<file path="config.mk">
export PLATFORM = sky130hd
export DESIGN_NAME = prescaled_timer
export DESIGN_NICKNAME = d
export VERILOG_FILES = /design/src/rtl/prescaled_timer.sv
export SDC_FILE = /design/constraint.sdc
export NUM_CORES = 1
export LEC_CHECK = 0
export BUFFER_PORTS_ARGS = -buffer_cell sky130_fd_sc_hd__buf_2
export CORE_MARGIN = 3
export CORE_UTILIZATION = 30
export CTS_CLUSTER_SIZE = 14
export DETAILED_ROUTE_END_ITERATION = 10
export SYNTH_ARGS = -nofsm -noshare
export SYNTH_HDL_FRONTEND = slang
export SYNTH_SLANG_ARGS = --single-unit
</file>
<file path="constraint.sdc">
create_clock -name clk -period 9.3 [get_ports clk]
set_clock_uncertainty 0.05 [all_clocks]
set_input_delay 0.465 -clock clk [delete_from_list [all_inputs] [get_ports clk]]
set_output_delay 0.465 -clock clk [all_outputs]
set_load 0.01 [all_outputs]
</file>
<file path="src/rtl/prescaled_timer.sv">
module prescaled_timer #(
  parameter int W = 16
) (
  input  logic         clk,
  input  logic         rst_n,
  input  logic         tick,
  input  logic         wr_en,
  input  logic         wr_sel,
  input  logic [1:0]   wr_be,
  input  logic [W-1:0] wr_data,
  input  logic         rd_sel,
  output logic [W-1:0] rd_data,
  input  logic         irq_clr,
  output logic         pending,
  output logic         irq
);
  localparam int H  = W / 2;
  localparam int CW = 2 * (W + 1);

  logic [W-1:0]  pre, div, tgt, merged, pre_nxt, div_nxt;
  logic [CW-1:0] cnt, period;
  logic          run, expire;

  assign tgt     = wr_sel ? div : pre;
  assign merged  = {wr_be[1] ? wr_data[W-1:H] : tgt[W-1:H],
                    wr_be[0] ? wr_data[H-1:0] : tgt[H-1:0]};
  assign pre_nxt = (wr_en && !wr_sel) ? merged : pre;
  assign div_nxt = (wr_en &&  wr_sel) ? merged : div;
  assign run     = (pre_nxt != '0) && (div_nxt != '0);
  assign period  = ({{(W+1){1'b0}}, 1'b0, pre_nxt} + 1'b1) *
                   ({{(W+1){1'b0}}, 1'b0, div_nxt} + 1'b1);
  assign expire  = !wr_en && tick && run && (cnt == CW'(1));
  assign rd_data = rd_sel ? div : pre;

  always_ff @(posedge clk) begin
    if (!rst_n) begin
      pre     <= '0;
      div     <= '0;
      cnt     <= '0;
      pending <= 1'b0;
      irq     <= 1'b0;
    end else begin
      pre <= pre_nxt;
      div <= div_nxt;
      irq <= expire;
      if (expire)       pending <= 1'b1;
      else if (irq_clr) pending <= 1'b0;
      if (wr_en)
        cnt <= run ? period : '0;
      else if (expire)
        cnt <= period;
      else if (tick && run && cnt != '0)
        cnt <= cnt - 1'b1;
    end
  end
endmodule

</file>
==> impl_metrics.sql, run 1 <==
INSERT INTO impl_metrics (metric_group, metric, value, unit) VALUES
('sta', 'final-max-slew-violation-count', '0', ''),
('sta', 'timing.final.crit_share', '94.3', '%'),
('clocking', 'cts.sink_count', '68', ''),
('drt', 'vias_per_cell', '4.90', ''),
('final_layout', 'n_fill_cell', '4610', ''),
('final_layout', 'nNetsFinal', '2086', ''),
('drt', 'drcViolationCount', '0', ''),
('final_layout', 'synthToLayoutAreaGrowth', '12.1', '%'),
('place', 'cell_area_after_placement', '0.0149', 'mm2'),
('synthesis', 'synth-seq-cells', '68', ''),
('clocking', 'clk_pin_slew_worst_paths', '60', 'ps'),
('final_layout', 'layout-drive-gt1-share', '10.0', '%'),
('drt', 'firstDrtPassIters', '7', ''),
('die', 'floorplan.die_area', '0.0478', 'mm2'),
('synthesis', 'async_flop_share', '0', '%'),
('final_layout', 'antennaDiodeCount', '0', ''),
('place', 'detailedPlacementHpwl', '32600', 'um'),
('synthesis', 'dominantRegCellSynth', 'sky130_fd_sc_hd__dfxtp_1', ''),
('grt', 'grt_antenna_before_repair', '0', ''),
('synthesis', 'synth.top_cells.by_area', 'sky130_fd_sc_hd__fa_1, sky130_fd_sc_hd__ha_1, sky130_fd_sc_hd__dfxtp_1, sky130_fd_sc_hd__inv_1, sky130_fd_sc_hd__nand2_1', ''),
('synthesis', 'synth_top_cell_area_share', '33.0', '%'),
('synthesis', 'mappedNetlistArea', '0.0136', 'mm2'),
('setup_path', 'setup.worst_path.start_class', 'input pin', ''),
('grt', 'grt_first_pass_wirelength', '65400', 'um'),
('synthesis', 'ys_seq_area_share', '10.0', '%'),
('die', 'die_y', '219', 'um'),
('drt', 'wl_per_cell', '16.9', 'um'),
('clocking', 'cts.path.max_buffers', '2', ''),
('sta', 'max_freq', '114', 'MHz'),
('setup_path', 'crit_type', 'input pin to register', ''),
('sta', 'setup_tns', '0', 'ps'),
('die', 'num_io_pins', '43', ''),
('drt', 'dr.first_iter.drc_count', '814', ''),
('setup_path', 'cp_data_required_time', '9480', 'ps'),
('final_layout', 'stdcell_area', '0.0152', 'mm2'),
('drt', 'vias', '11400', ''),
('grt', 'first_global_vias', '12000', ''),
('sta', 'post-route-min-period', '8770', 'ps'),
('sta', 'setup-violations-final', '0', ''),
('synthesis', 'postSynthCellCount', '1644', ''),
('synthesis', 'syn-mean-instance-area', '8.26', 'um2'),
('setup_path', 'slowest_delay', '700', 'ps'),
('power', 'worst_ir_drop_vdd', '89.3', 'uV'),
('setup_path', 'critical_path_endpoint_category', 'register', ''),
('synthesis', 'synth_top_area_cell', 'sky130_fd_sc_hd__fa_1', ''),
('clocking', 'cts.htree.levels', '3', ''),
('grt', 'grt_remaining_overflow', '0', ''),
('power', 'total_power', '0.00129', 'W'),
('synthesis', 'ys_types', '62', ''),
('clocking', 'post-cts-setup-buffers', '0', ''),
('sta', 'slew_at_the_pin_with_the_worst_max_slew_slack', '1060', 'ps'),
('place', 'io_buffers', '42', ''),
('setup_path', 'critical-path-top-cell-by-count', 'sky130_fd_sc_hd__fa_1', ''),
('die', 'rows', '77', ''),
('power', 'power.static_leakage', '7.52', 'nW'),
('die', 'die_w', '219', 'um'),
('place', 'gpl.final_weighted_congestion', '0.941', ''),
('sta', 'unrepaired_setup_endpoints_after_global_routing', 'no', ''),
('setup_path', 'timing.critical_path.slowest_stage_cell', 'sky130_fd_sc_hd__xnor2_1', ''),
('sta', 'whs', '322', 'ps'),
('sta', 'finalHoldViolCount', '0', ''),
('die', 'floorplan.initialDensity', '30.6', '%'),
('clocking', 'clk_latency', '360', 'ps'),
('setup_path', 'worst-endpoint-arrival', '8950', 'ps'),
('drt', 'drt_wl_total', '39100', 'um'),
('grt', 'maximum_number_of_pins_on_one_net_before_global_route_repair', '43', ''),
('setup_path', 'worst-path-max-fanout', '7', ''),
('power', 'power.density', '84.7', 'mW/mm2'),
('worst_hold_path', 'min_path_type', 'input pin to register', ''),
('run', 'max_cap_viol_count', '0', ''),
('clocking', 'cts-root-buf', 'sky130_fd_sc_hd__clkbuf_16', ''),
('outcome', 'status', 'completed', ''),
('die', 'core_region_area', '0.0444', 'mm2'),
('clocking', 'cts-buffers-inserted', '9', ''),
('grt', 'gr-usage-all-layers', '17.2', '%'),
('synthesis', 'synthesis_warning_total', '0', ''),
('synthesis', 'syn_nets', '2007', ''),
('sta', 'maxSlewHeadroom', '28.7', '%'),
('synthesis', 'synth_edf_count', '0', ''),
('drt', 'drtAntennaViolNets', '0', ''),
('clocking', 'cts_tree', 'built', '');
Yosys cell counts (3+ instances only):
| library cell | number |
|---|---|
| sky130_fd_sc_hd__a211oi_1 | 8 |
| sky130_fd_sc_hd__a21boi_0 | 3 |
| sky130_fd_sc_hd__a21o_1 | 20 |
| sky130_fd_sc_hd__a21oi_1 | 49 |
| sky130_fd_sc_hd__a22oi_1 | 4 |
| sky130_fd_sc_hd__a31o_2 | 3 |
| sky130_fd_sc_hd__a31oi_1 | 4 |
| sky130_fd_sc_hd__and2_1 | 31 |
| sky130_fd_sc_hd__and3_1 | 5 |
| sky130_fd_sc_hd__clkbuf_1 | 45 |
| sky130_fd_sc_hd__dfxtp_1 | 68 |
| sky130_fd_sc_hd__fa_1 | 224 |
| sky130_fd_sc_hd__ha_1 | 114 |
| sky130_fd_sc_hd__inv_1 | 291 |
| sky130_fd_sc_hd__mux2_2 | 18 |
| sky130_fd_sc_hd__mux2i_1 | 31 |
| sky130_fd_sc_hd__nand2_1 | 219 |
| sky130_fd_sc_hd__nand2b_1 | 8 |
| sky130_fd_sc_hd__nand3_1 | 13 |
| sky130_fd_sc_hd__nand3b_1 | 5 |
| sky130_fd_sc_hd__nand4_1 | 11 |
| sky130_fd_sc_hd__nor2_1 | 190 |
| sky130_fd_sc_hd__nor2b_1 | 3 |
| sky130_fd_sc_hd__nor3_1 | 35 |
| sky130_fd_sc_hd__nor3b_1 | 7 |
| sky130_fd_sc_hd__nor4_1 | 12 |
| sky130_fd_sc_hd__o211ai_1 | 4 |
| sky130_fd_sc_hd__o21a_1 | 4 |
| sky130_fd_sc_hd__o21ai_0 | 27 |
| sky130_fd_sc_hd__o21ai_1 | 21 |
| sky130_fd_sc_hd__o21bai_1 | 3 |
| sky130_fd_sc_hd__o221ai_1 | 7 |
| sky130_fd_sc_hd__o22ai_1 | 4 |
| sky130_fd_sc_hd__o31ai_1 | 5 |
| sky130_fd_sc_hd__or2_2 | 9 |
| sky130_fd_sc_hd__or3_1 | 14 |
| sky130_fd_sc_hd__or4_1 | 14 |
| sky130_fd_sc_hd__xnor2_1 | 43 |
| sky130_fd_sc_hd__xor2_1 | 38 |
cells in the final DEF, fill, tap and decap left out, types with 14 or more instances in the layout:
| cell | instances |
|---|---|
| sky130_fd_sc_hd__inv_1 | 291 |
| sky130_fd_sc_hd__fa_1 | 224 |
| sky130_fd_sc_hd__nand2_1 | 219 |
| sky130_fd_sc_hd__nor2_1 | 190 |
| sky130_fd_sc_hd__ha_1 | 114 |
| sky130_fd_sc_hd__buf_4 | 79 |
| sky130_fd_sc_hd__dfxtp_1 | 68 |
| sky130_fd_sc_hd__a21oi_1 | 49 |
| sky130_fd_sc_hd__xnor2_1 | 42 |
| sky130_fd_sc_hd__buf_2 | 42 |
| sky130_fd_sc_hd__xor2_1 | 37 |
| sky130_fd_sc_hd__nor3_1 | 35 |
| sky130_fd_sc_hd__mux2i_1 | 31 |
| sky130_fd_sc_hd__and2_1 | 31 |
| sky130_fd_sc_hd__o21ai_0 | 27 |
| sky130_fd_sc_hd__o21ai_1 | 21 |
| sky130_fd_sc_hd__a21o_1 | 20 |
| sky130_fd_sc_hd__mux2_2 | 18 |
| sky130_fd_sc_hd__or3_1 | 14 |
| sky130_fd_sc_hd__or4_1 | 14 |
state kept, by name, summed over array words and instances (netlist names):
| name | flops |
|---|---|
| pre | 16 |
| irq | 1 |
| cnt | 34 |
| pending | 1 |
| div | 16 |
timing repair:
action,CTS,global route
resized for setup,0,4
endpoints found under the setup margin,0,5
endpoints found under the hold margin,0,0
hold buffers,0,0
metrics by stage:
step,setup slack [ps],utilization (%),std cells
after floorplan,662,-,1644
after detailed placement,53.8,33.5,2304
after CTS,380,34.2,2319
after global routing,38.5,34.2,2319
after global placement,209,33.5,2304
final,530,34.2,2319
layout make-up:
cell class | instances | area, um2 | area share, %
Inverter | 293 | 1100 | 7.23
Clock buffer | 11 | 243 | 1.60
Multi-Input combinational cell | 1230 | 10900 | 71.7
Clock inverter | 4 | 50.0 | 0.329
Timing Repair Buffer | 121 | 803 | 5.28
Tap cell | 592 | 741 | 4.87
Sequential cell | 68 | 1360 | 8.95
metal layers:
layer,vias up,track usage (%),wire [um]
li1,5367,-,-
met5,-,0,0
met2,357,27.9,17900
met1,5571,23.6,17500
met3,63,2.99,2600
met4,0,5.16,1180
kinds of logic (layout without fill, tap and decap cells):
logic type | Yosys count | after routing | synth area share, %
fa+ha+maj | 338 | 338 | 43.5
mux | 49 | 49 | 3.78
simple gates | 581 | 581 | 19.2
compound gates | 181 | 181 | 8.51
xor+xnor | 81 | 81 | 5.23
buf+inv | 346 | 429 | 9.73
flops | 68 | 68 | 10.0
final timing paths:
path	from	end	slack, ps	depth (start not counted)
max	wr_sel	cnt[32]	530	30
min	irq_clr	pending	320	3
max reg2reg	div[5]	cnt[33]	890	27
min reg2reg	pending	pending	420	2
where the power goes:
part	total, W	switching (W)	internal, W
Clock	0.000347	0.000134	0.000213
Combinational	0.000601	0.000379	0.000221
Sequential	0.000342	0.0000259	0.000316
Total	0.00129	0.000539	0.000750
worst max-delay path, delay by kind of cell:
family	cells	cell delay (ps)
adder cells (fa/ha/maj)	8	3630
AO/OA/AOI/OAI	7	1690
AND/OR/NAND/NOR	7	1550
XOR/XNOR	1	700
buffers and inverters	6	640
multiplexers	1	280
Note: power is estimated with default switching activity, not from simulation.
==> inputs of run 2 (changes only) <==
- CORE_MARGIN: 3 -> 2
- clock period: 9.3 -> 11.1 ns (I/O delays scaled with it)
==> impl_metrics.sql, run 2 (synthesis results as in run 1) <==
INSERT INTO impl_metrics (metric_group, metric, value, unit) VALUES
('sta', 'unrepaired_setup_endpoints_after_global_routing', 'no', ''),
('die', 'core_region_area', '0.0444', 'mm2'),
('worst_hold_path', 'min_delay_worst_endpoint', 'pending', ''),
('worst_hold_path', 'min-delay-start', 'irq_clr', ''),
('run', 'max_cap_viol_count', '0', ''),
('drt', 'wl_per_cell', '17.0', 'um'),
('power', 'worst_ir_drop_vdd', '64.5', 'uV'),
('sta', 'slew_at_the_pin_with_the_worst_max_slew_slack', '1220', 'ps'),
('outcome', 'status', 'completed', ''),
('die', 'num_io_pins', '43', ''),
('worst_hold_path', 'min_path_type', 'input pin to register', ''),
('power', 'power.density', '71.5', 'mW/mm2'),
('drt', 'drt_wl_total', '38500', 'um'),
('drt', 'drcViolationCount', '0', ''),
('setup_path', 'worstReg2RegStart', 'div[2]', ''),
('setup_path', 'worst-path-max-fanout', '14', ''),
('die', 'floorplan.die_area', '0.0470', 'mm2'),
('power', 'total_power', '0.00106', 'W'),
('worst_hold_path', 'worst_hold_path.num_cells', '3', ''),
('power', 'power.static_leakage', '7.29', 'nW'),
('setup_path', 'worst_r2r_path_depth', '25', ''),
('clocking', 'clk_latency', '360', 'ps'),
('setup_path', 'worst-endpoint-arrival', '9940', 'ps'),
('clocking', 'ctsResizeCount', '0', ''),
('setup_path', 'crit_type', 'input pin to register', ''),
('final_layout', 'layout-drive-gt1-share', '7.15', '%'),
('final_layout', 'layout.cells.most_common_list', 'sky130_fd_sc_hd__inv_1, sky130_fd_sc_hd__fa_1, sky130_fd_sc_hd__nand2_1', ''),
('die', 'die_y', '217', 'um'),
('die', 'rows', '77', ''),
('sta', 'max_freq', '102', 'MHz'),
('clocking', 'clk_pin_slew_worst_paths', '60', 'ps'),
('grt', 'grt_first_pass_wirelength', '64600', 'um'),
('grt', 'first_global_vias', '11700', ''),
('drt', 'dr.first_iter.drc_count', '809', ''),
('setup_path', 'critical_path.n_buffers_inverters', '3', ''),
('drt', 'drtAntennaViolNets', '0', ''),
('clocking', 'cts.htree.levels', '3', ''),
('clocking', 'cts.sink_count', '68', ''),
('setup_path', 'timing.reg2reg.setup_slack', '2280', 'ps'),
('clocking', 'cts_hold_buffers', '0', ''),
('clocking', 'post-cts-setup-buffers', '0', ''),
('drt', 'firstDrtPassIters', '6', ''),
('setup_path', 'critical_path.reg2reg.endpoint', 'cnt[33]', ''),
('grt', 'grt_antenna_before_repair', '0', ''),
('clocking', 'cts_tree', 'built', ''),
('final_layout', 'biggest_registers_after_layout', 'cnt (34), div (16), pre (16)', ''),
('grt', 'gr-usage-all-layers', '17.4', '%'),
('place', 'gpl.final_weighted_congestion', '0.905', ''),
('die', 'floorplan.initialDensity', '30.6', '%'),
('setup_path', 'setup.worst_path.start_class', 'input pin', ''),
('sta', 'final-max-slew-violation-count', '0', ''),
('grt', 'grt_remaining_overflow', '0', ''),
('clocking', 'cts.path.max_buffers', '2', ''),
('setup_path', 'critical-path-top-cell-by-count', 'sky130_fd_sc_hd__fa_1', ''),
('final_layout', 'synthToLayoutAreaGrowth', '9.12', '%'),
('final_layout', 'mostFrequentLayoutCell', 'sky130_fd_sc_hd__inv_1', ''),
('sta', 'finalHoldViolCount', '0', ''),
('sta', 'timing.final.crit_share', '88.0', '%'),
('drt', 'vias', '11300', ''),
('place', 'detailedPlacementHpwl', '31700', 'um'),
('final_layout', 'largest_reg_flops', '34', ''),
('place', 'io_buffers', '42', ''),
('sta', 'setup_tns', '0', 'ps'),
('sta', 'maxSlewHeadroom', '18.2', '%'),
('setup_path', 'cp_data_required_time', '11270', 'ps'),
('sta', 'setup-violations-final', '0', ''),
('grt', 'maximum_number_of_pins_on_one_net_before_global_route_repair', '43', ''),
('final_layout', 'nNetsFinal', '2037', ''),
('setup_path', 'slowest_delay', '880', 'ps'),
('final_layout', 'antennaDiodeCount', '0', ''),
('sta', 'post-route-min-period', '9760', 'ps'),
('die', 'die_w', '217', 'um'),
('drt', 'vias_per_cell', '4.99', ''),
('clocking', 'cts-buffers-inserted', '9', ''),
('final_layout', 'largest_register_by_flop_count', 'cnt', ''),
('clocking', 'cts-root-buf', 'sky130_fd_sc_hd__clkbuf_16', ''),
('setup_path', 'critical_path_endpoint_category', 'register', ''),
('setup_path', 'worst_path_dominant_cell_family', 'adder cells', ''),
('setup_path', 'timing.critical_path.slowest_stage_cell', 'sky130_fd_sc_hd__xnor2_1', '');
## run 2: changes by cell type in the layout (fill, tap and decap cells not counted), moves of 2 or more
cell	delta
sky130_fd_sc_hd__buf_4	-49
sky130_fd_sc_hd__clkinvlp_4	-2
sky130_fd_sc_hd__clkbuf_8	+2
sky130_fd_sc_hd__clkbuf_1	+2
## run 2: power breakdown
part           switching, W  total (W)  internal (W)
clock              0.000111   0.000280      0.000169
sequential        0.0000213   0.000286      0.000265
combinational      0.000318   0.000493      0.000175
## run 2: cell type report
type,instances,area [um2]
Fill cell,4606,29600
Multi-Input combinational cell,1230,10900
Sequential cell,68,1360
Inverter,293,1100
Tap cell,592,741
Timing Repair Buffer,72,435
Clock buffer,15,278
Clock inverter,1,5.00
## run 2: worst max-delay path by stage
stage / cells after the start / endpoint / startpoint / slack (ps)
detailed placement: 27 / cnt[33] / wr_en / 980
CTS: 27 / cnt[33] / wr_en / 1310
finish: 27 / cnt[33] / wr_en / 1340
global route: 27 / cnt[33] / wr_en / 640
global placement: 27 / cnt[33] / wr_en / 930
floorplan: 28 / cnt[33] / wr_sel / 2370
## run 2: worst min-delay path, stage by stage
cell and delay [ps]:
sky130_fd_sc_hd__buf_2 70, sky130_fd_sc_hd__nand2b_1 80, sky130_fd_sc_hd__a21oi_1 50
## run 2: per-layer routing
metal / up-vias / track usage, % / wire, um
li1: 5271 / - / -
met1: 5598 / 23.9 / 17200
met2: 401 / 27.6 / 17500
met3: 65 / 3.41 / 2780
met4: 0 / 5.09 / 1140
met5: - / 0 / 0
## run 2: through the flow
step                      util [%]  instance area, um2  worst slack (ps)  std cells  hold slack [ps]
after global placement        32.7               14500               929       2255              399
after global routing          33.3               14800               638       2271              435
final                         33.3               14800              1340       2271              407
after CTS                     33.3               14800              1310       2271              408
after floorplan                  -               13600              2370       1644              378
after detailed placement      32.7               14500               982       2255              410
==> inputs of run 3 (changes only) <==
- BUFFER_PORTS_ARGS: -buffer_cell sky130_fd_sc_hd__buf_2 -> not set
- CORE_MARGIN: 2 -> not set
- DONT_BUFFER_PORTS: not set -> 1
- TNS_END_PERCENT: not set -> 100
==> impl_metrics.sql, run 3 (synthesis results as in run 1) <==
INSERT INTO impl_metrics (metric_group, metric, value, unit) VALUES
('outcome', 'status', 'completed', ''),
('final_layout', 'antennaDiodeCount', '0', ''),
('place', 'detailedPlacementHpwl', '31600', 'um'),
('final_layout', 'mostFrequentLayoutCell', 'sky130_fd_sc_hd__inv_1', ''),
('die', 'floorplan.initialDensity', '30.6', '%'),
('power', 'power.density', '75.8', 'mW/mm2'),
('power', 'worst_ir_drop_vdd', '73.2', 'uV'),
('setup_path', 'slowest_delay', '760', 'ps'),
('grt', 'grt_remaining_overflow', '0', ''),
('setup_path', 'worst-endpoint-arrival', '9740', 'ps'),
('clocking', 'cts.sink_count', '68', ''),
('drt', 'detailroute.wirelength.met3', '2850', 'um'),
('drt', 'firstDrtPassIters', '5', ''),
('clocking', 'cts_hold_buffers', '0', ''),
('grt', 'grt_antenna_before_repair', '0', ''),
('final_layout', 'largest_register_by_flop_count', 'cnt', ''),
('worst_hold_path', 'min_delay_worst_endpoint', 'cnt[2]', ''),
('place', 'dp_cells', '2208', ''),
('setup_path', 'worstReg2RegStart', 'div[2]', ''),
('worst_hold_path', 'min_path_type', 'input pin to register', ''),
('final_layout', 'n_fill_cell', '4644', ''),
('sta', 'whs', '277', 'ps'),
('clocking', 'post-cts-setup-buffers', '0', ''),
('sta', 'setup_tns', '0', 'ps'),
('clocking', 'clk_pin_slew_worst_paths', '60', 'ps'),
('place', 'io_buffers', '0', ''),
('grt', 'maximum_number_of_pins_on_one_net_before_global_route_repair', '41', ''),
('final_layout', 'post_layout_nonfiller_instances', '2224', ''),
('drt', 'dr.first_iter.drc_count', '789', ''),
('setup_path', 'worst-path-max-fanout', '14', ''),
('sta', 'maxSlewHeadroom', '15.3', '%'),
('sta', 'unrepaired_setup_endpoints_after_global_routing', 'no', ''),
('grt', 'first_global_vias', '11500', ''),
('clocking', 'cts-buffers-inserted', '9', ''),
('sta', 'slew_at_the_pin_with_the_worst_max_slew_slack', '1260', 'ps'),
('sta', 'max_freq', '104', 'MHz'),
('power', 'total_power', '0.00111', 'W'),
('drt', 'top_layer', 'met4', ''),
('clocking', 'cts_tree', 'built', ''),
('drt', 'wl_per_cell', '17.3', 'um'),
('run', 'max_cap_viol_count', '0', ''),
('drt', 'vias', '11200', ''),
('clocking', 'cts-root-buf', 'sky130_fd_sc_hd__clkbuf_16', ''),
('sta', 'timing.final.crit_share', '86.3', '%'),
('drt', 'drt_wl_total', '38600', 'um'),
('power', 'power.static_leakage', '7.10', 'nW'),
('sta', 'finalHoldViolCount', '0', ''),
('sta', 'fin_ws', '1520', 'ps'),
('grt', 'gr-usage-all-layers', '17.3', '%'),
('clocking', 'cts.htree.levels', '3', ''),
('setup_path', 'critical-path-top-cell-by-count', 'sky130_fd_sc_hd__fa_1', ''),
('setup_path', 'critical_path.reg2reg.endpoint', 'cnt[33]', ''),
('setup_path', 'setup.worst_path.start_class', 'input pin', ''),
('die', 'die_w', '215', 'um'),
('worst_hold_path', 'min-delay-start', 'rst_n', ''),
('setup_path', 'cp_data_required_time', '11260', 'ps'),
('sta', 'setup-violations-final', '0', ''),
('sta', 'final-max-slew-violation-count', '0', ''),
('place', 'gpl.final_weighted_congestion', '0.952', ''),
('die', 'num_io_pins', '43', ''),
('sta', 'post-route-min-period', '9580', 'ps'),
('drt', 'drtAntennaViolNets', '0', ''),
('clocking', 'clk_latency', '360', 'ps'),
('drt', 'vias_per_cell', '5.02', ''),
('setup_path', 'crit_type', 'input pin to register', ''),
('final_layout', 'synthToLayoutAreaGrowth', '7.84', '%'),
('final_layout', 'largest_reg_flops', '34', ''),
('clocking', 'cts.path.max_buffers', '2', ''),
('die', 'rows', '77', ''),
('setup_path', 'worst_r2r_path_depth', '25', ''),
('drt', 'wirelength_met1', '16900', 'um'),
('grt', 'grt_first_pass_wirelength', '62900', 'um'),
('setup_path', 'critical_path_endpoint_category', 'register', ''),
('setup_path', 'timing.critical_path.slowest_stage_cell', 'sky130_fd_sc_hd__xnor2_1', ''),
('final_layout', 'layout-drive-gt1-share', '4.72', '%'),
('final_layout', 'nNetsFinal', '1990', ''),
('clocking', 'ctsResizeCount', '0', ''),
('die', 'floorplan.die_area', '0.0461', 'mm2'),
('final_layout', 'biggest_registers_after_layout', 'cnt (34), div (16), pre (16)', ''),
('final_layout', 'layout.cells.most_common_list', 'sky130_fd_sc_hd__inv_1, sky130_fd_sc_hd__fa_1, sky130_fd_sc_hd__nand2_1', ''),
('worst_hold_path', 'worst_hold_path.num_cells', '1', ''),
('drt', 'routed-wl-met2', '17500', 'um'),
('die', 'core_region_area', '0.0444', 'mm2'),
('setup_path', 'timing.reg2reg.setup_slack', '2020', 'ps'),
('drt', 'drcViolationCount', '0', ''),
('place', 'dpl_worst_slack', '1310', 'ps'),
('die', 'die_y', '215', 'um');
## run 3: worst max-delay path by stage
stage	end	cells after the start	slack, ps	start
floorplan	cnt[33]	28	2370	wr_sel
finish	cnt[33]	26	1520	wr_en
CTS	cnt[33]	26	1630	wr_en
global placement	cnt[33]	26	1460	wr_en
detailed placement	cnt[33]	26	1310	wr_en
global route	cnt[33]	26	1000	wr_en
## run 3: power breakdown
| group | internal [W] | switching, W | leakage [nW] |
|---|---|---|---|
| logic | 0.000170 | 0.000310 | 6.38 |
| clock network | 0.000225 | 0.000119 | 0.169 |
| registers | 0.000264 | 0.0000218 | 0.553 |
| total | 0.000660 | 0.000450 | 7.10 |
## run 3: stage by stage
stage,area (um2),util [%]
floorplan,13600,-
global placement,14300,32.2
detailed placement,14300,32.2
CTS,14600,33.0
global route,14600,33.0
finish,14600,33.0
## run 3: critical path: cells and delay by family
family	cells	cell delay (ps)
buf+inv	2	110
fa+ha+maj	7	3300
xor+xnor	2	940
simple gates	7	2240
compound gates	7	2130
mux	1	420
## run 3: cell type report
type	instances	area, um2	share of cell area [%]
Clock inverter	6	111	0.761
Clock buffer	10	239	1.63
Tap cell	592	741	5.06
Inverter	293	1100	7.51
Multi-Input combinational cell	1230	10900	74.5
Sequential cell	68	1360	9.30
Timing Repair Buffer	25	188	1.28
## run 3: layer usage
layer,vias up,global-route usage (%)
li1,5163,-
met1,5572,22.9
met2,355,27.5
met3,79,3.82
met4,0,6.29
met5,-,0
